<file path="src/rtl/short_xfer_log.sv">
module short_xfer_log #(
  parameter int DEPTH = 8,
  parameter int ID_W  = 5,
  parameter int LEN_W = 24
) (
  input  logic             clk,
  input  logic             rst_n,
  input  logic             ev_valid,
  input  logic             ev_report,
  input  logic [ID_W-1:0]  ev_id,
  input  logic [LEN_W-1:0] ev_len,
  input  logic             pop_strobe,
  input  logic [30:0]      done_in,
  output logic [ID_W-1:0]  head_id,
  output logic [LEN_W-1:0] head_len,
  output logic             pending,
  output logic             overflow,
  output logic [31:0]      done_word
);
  localparam int PW = (DEPTH > 1) ? $clog2(DEPTH) : 1;
  localparam int CW = $clog2(DEPTH + 1);
  localparam int RW = ID_W + LEN_W;

  logic [RW-1:0] slot [DEPTH];
  logic [PW-1:0] wr_ptr, rd_ptr;
  logic [CW-1:0] count;

  wire push_req = ev_valid & ev_report;
  wire full     = (count == CW'(DEPTH));
  wire pop_ok   = pop_strobe & (count != '0);
  wire push_ok  = push_req & (~full | pop_ok);
  wire drop     = push_req & full & ~pop_ok;

  function automatic logic [PW-1:0] nxt(input logic [PW-1:0] p);
    return (p == PW'(DEPTH - 1)) ? '0 : p + PW'(1);
  endfunction

  always_ff @(posedge clk) begin
    if (!rst_n) begin
      wr_ptr   <= '0;
      rd_ptr   <= '0;
      count    <= '0;
      overflow <= 1'b0;
    end else begin
      if (push_ok) begin
        slot[wr_ptr] <= {ev_id, ev_len};
        wr_ptr       <= nxt(wr_ptr);
      end
      if (pop_ok) rd_ptr <= nxt(rd_ptr);
      count <= count + CW'(push_ok) - CW'(pop_ok);
      if (drop) overflow <= 1'b1;
    end
  end

  assign pending   = (count != '0);
  assign head_id   = pending ? slot[rd_ptr][RW-1:LEN_W] : '0;
  assign head_len  = pending ? slot[rd_ptr][LEN_W-1:0]  : '0;
  assign done_word = {pending, done_in};

  AST_OVF_STICKY: assert property (@(posedge clk) disable iff (!rst_n)
    overflow |=> overflow);
  AST_DROP_FULL: assert property (@(posedge clk) disable iff (!rst_n)
    (push_req && full && !pop_strobe) |=> (overflow && count == CW'(DEPTH)));
  AST_FILTER_OFF: assert property (@(posedge clk) disable iff (!rst_n)
    (!pending && !(ev_valid && ev_report)) |=> !pending);
  AST_POP_DEC: assert property (@(posedge clk) disable iff (!rst_n)
    (pop_strobe && pending && !push_req) |=> (count == $past(count) - CW'(1)));
  AST_FULL_SWAP: assert property (@(posedge clk) disable iff (!rst_n)
    (push_req && pop_strobe && full && !overflow) |=> (full && !overflow));
  AST_HEAD_HOLD: assert property (@(posedge clk) disable iff (!rst_n)
    (pending && !pop_strobe) |=> ($stable(head_id) && $stable(head_len)));
  AST_COUNT_BOUND: assert property (@(posedge clk) disable iff (!rst_n)
    count <= CW'(DEPTH));
endmodule

</file>
<file path="config.mk">
export PLATFORM = sky130hd
export DESIGN_NAME = short_xfer_log
export DESIGN_NICKNAME = d
export VERILOG_FILES = /design/src/rtl/short_xfer_log.sv
export SDC_FILE = /design/constraint.sdc
export NUM_CORES = 1
export LEC_CHECK = 0
export ABC_CLOCK_PERIOD_IN_PS = 5700
export BUFFER_PORTS_ARGS = -buffer_cell sky130_fd_sc_hd__buf_4
export CELL_PAD_IN_SITES_DETAIL_PLACEMENT = 0
export CELL_PAD_IN_SITES_GLOBAL_PLACEMENT = 1
export CORE_UTILIZATION = 25
export CTS_BUF_LIST = sky130_fd_sc_hd__clkbuf_2 sky130_fd_sc_hd__clkbuf_4 sky130_fd_sc_hd__clkbuf_8
export DETAILED_ROUTE_END_ITERATION = 16
export PLACE_DENSITY = 0.56
export RECOVER_POWER = 100
export SLEW_MARGIN = 0
export SYNTH_ARGS = -nofsm -noshare
export SYNTH_HDL_FRONTEND = slang
export SYNTH_SLANG_ARGS = --single-unit
export TNS_END_PERCENT = 100
</file>
<file path="constraint.sdc">
create_clock -name clk -period 5.7 [get_ports clk]
set_clock_uncertainty 0.2 [all_clocks]
set_input_delay 1.14 -clock clk [delete_from_list [all_inputs] [get_ports clk]]
set_output_delay 1.14 -clock clk [all_outputs]
set_load 0.02 [all_outputs]
</file>
==> metrics.txt <==
status=complete, but fails checks; violated checks=capacitance limit, slew limit; dpl ws=1.92 ns; vias in the first global route=4,888; Non-Filler Instances=1,057; Overflow after GRT=0; Hold Path Cell Cnt=2; synthesized net count=533; std cell rows=71; Hold Slack=0.326 ns; RSZ-0062 raised after global routing=no; top-count cell post-synth=edfxtp_1; Yosys reg bits=246; worst-path fanout max=29; maxcap violations=8; fin crit share=83.6%; final net count=589; max_slew headroom=-27.3%; Synth top area share=71.7%; FF-to-FF setup slack=1.97 ns; chip height=199 microns; Clock Tree Root=clkbuf_8; cell area after synthesis=9710 sq um; first-pass GRT wire length=30,500 microns; Port Buf Inserts=65; ratio of cells with drive above 1 in the final layout=24.8%; Yosys cell types=35; RR Startpoint=count[2]$_SDFF_PN0_; Reg clk slew, reported paths=0.06 ns; Post-CTS Hold Buffers=0; Cells after Synth=457; Peak supply drop=179 uV; Chip Width=199 microns; RR Endpoint=slot[6][25]$_DFFE_PP_; DRT Pass-1 Iters=4; hold crit path type=flip-flop to flip-flop; Final Wtd Congestion=0.713; DP Area=10,500 sq um; Crit. Startpoint=count[2]$_SDFF_PN0_; GRT Resource Usage Total=10.6%; Starting DRT DRC Count=250; placed cells=982; TritonCTS buffer count=40; Initial Util=25.6%; initial antenna violation count=1; largest net degree at the start of global routing=50; Resized Gates After CTS=0; die area=39,600 sq um; synthesis-to-finish area growth=13.4%; Synth area leaders=edfxtp_1, mux4_2, dfxtp_1; DRC viols=0; Final Slew Violations=240; Core ar.=37,900 sq um; crit path kind=flip-flop to primary output; Synth Warn #=0; fin util=29.0%; Critical Path End Type=primary output; via count=4,460; final WL=20,600 microns; Clk Latency, worst-skew pair=0.54 ns; Synth top cells by count=edfxtp_1, mux4_2, buf_4; Hold Fails Final Rpt=0; CTS H-tree lvls=2; pwr dens=408 nW/um^2; Slew @ Worst Pin=1.91 ns; Startpoint Class=flip-flop; CTS tree=built; Via density=4.22; Worst R2R Path Depth=5; worst setup path end=head_id[2]; maximum clock path buffer count=3; Async SR Flop Fraction=0%; main flop type after synthesis=edfxtp_1; minimum clock period=4.77 ns; clock tree sinks=246; Layout Cell Area excl Fill=11,000 sq um; Post-CTS Setup Inserts=0; arrival time at the worst endpoint=3.43 ns; PnR Total Power=4.50 mW; register area share after synthesis=74.6%; EDFF count, synth=232; largest area contributor in the netlist=edfxtp_1; hpwl dp=11,700 microns; Final ANT Viol Nets=0; Mean Syn Cell Area=21.2 sq um; f_max=210 MHz; Final setup viols=0; leakage=3.45 nW; setup TNS=0 ns; Final Worst Setup Slack=0.935 ns; wire per inst=19.5 microns; io pins=128; Critical Path RT=4.36 ns
-- how the worst min path moves through the flow --
stage | start | endpoint
after floorplan | rd_ptr[1]$_SDFFE_PN0P_ | flip-flop
after detailed placement | overflow$_SDFFE_PN0P_ | overflow$_SDFFE_PN0P_
after CTS | rd_ptr[2]$_SDFFE_PN0P_ | rd_ptr[2]$_SDFFE_PN0P_
after global routing | overflow$_SDFFE_PN0P_ | overflow$_SDFFE_PN0P_
after global placement | rd_ptr[2]$_SDFFE_PN0P_ | rd_ptr[2]$_SDFFE_PN0P_
final | rd_ptr[2]$_SDFFE_PN0P_ | rd_ptr[2]$_SDFFE_PN0P_
-- sequential cells by signal, indices dropped and copies added (netlist names), named ones only --
name      cells
rd_ptr        3
wr_ptr        3
count         4
slot        232
overflow      1
-- kinds of logic after synthesis --
family          Yosys count  share of synthesized area, %
compound gates           39                          3.21
xor+xnor                  1                        0.0902
fa+ha+maj                11                          1.49
buf+inv                  63                          4.54
flops                   246                          74.6
mux                      62                          13.9
simple gates             35                          2.18
-- power breakdown --
group / internal [mW] / switching (mW)
registers: 2.02 / 0.104
clock network: 0.804 / 0.683
logic: 0.387 / 0.500
total: 3.21 / 1.29
-- worst max-delay path, stage by stage, from the launching register on --
cell	delay, ns
dfxtp_1	0.30
inv_1	0.10
ha_1	0.18
nor3b_1	0.73
clkinv_1	0.37
and2_2	0.60
a22o_1	0.40
clkbuf_1	0.20
-- per-layer routing --
layer,wire length (microns),up-vias,track usage (%)
met5,0,-,0
met4,416,0,3.68
met3,1410,39,2.73
met2,10400,138,18.0
met1,8460,2315,13.0
li1,-,1968,-
-- layout make-up --
type	count	area (sq um)
Antenna cell	1	2.50
Clock buffer	54	656
Clock inverter	20	129
Fill cell	3755	26900
Inverter	10	37.5
Multi-Input combinational cell	148	2020
Sequential cell	246	7250
Tap cell	511	639
Timing Repair Buffer	67	282
-- cells in the final DEF, fill, tap and decap left out, types with 5 or more instances in the layout --
| cell type | n |
|---|---|
| buf_4 | 8 |
| clkinv_2 | 6 |
| edfxtp_1 | 232 |
| nand2_1 | 6 |
| clkbuf_8 | 40 |
| clkbuf_1 | 59 |
| ha_1 | 10 |
| and3_1 | 5 |
| inv_1 | 8 |
| a22o_1 | 29 |
| clkbuf_4 | 14 |
| clkinv_1 | 11 |
| nor2_1 | 6 |
| mux4_2 | 58 |
| dfxtp_1 | 12 |
Power figures use the tool's default switching activity.
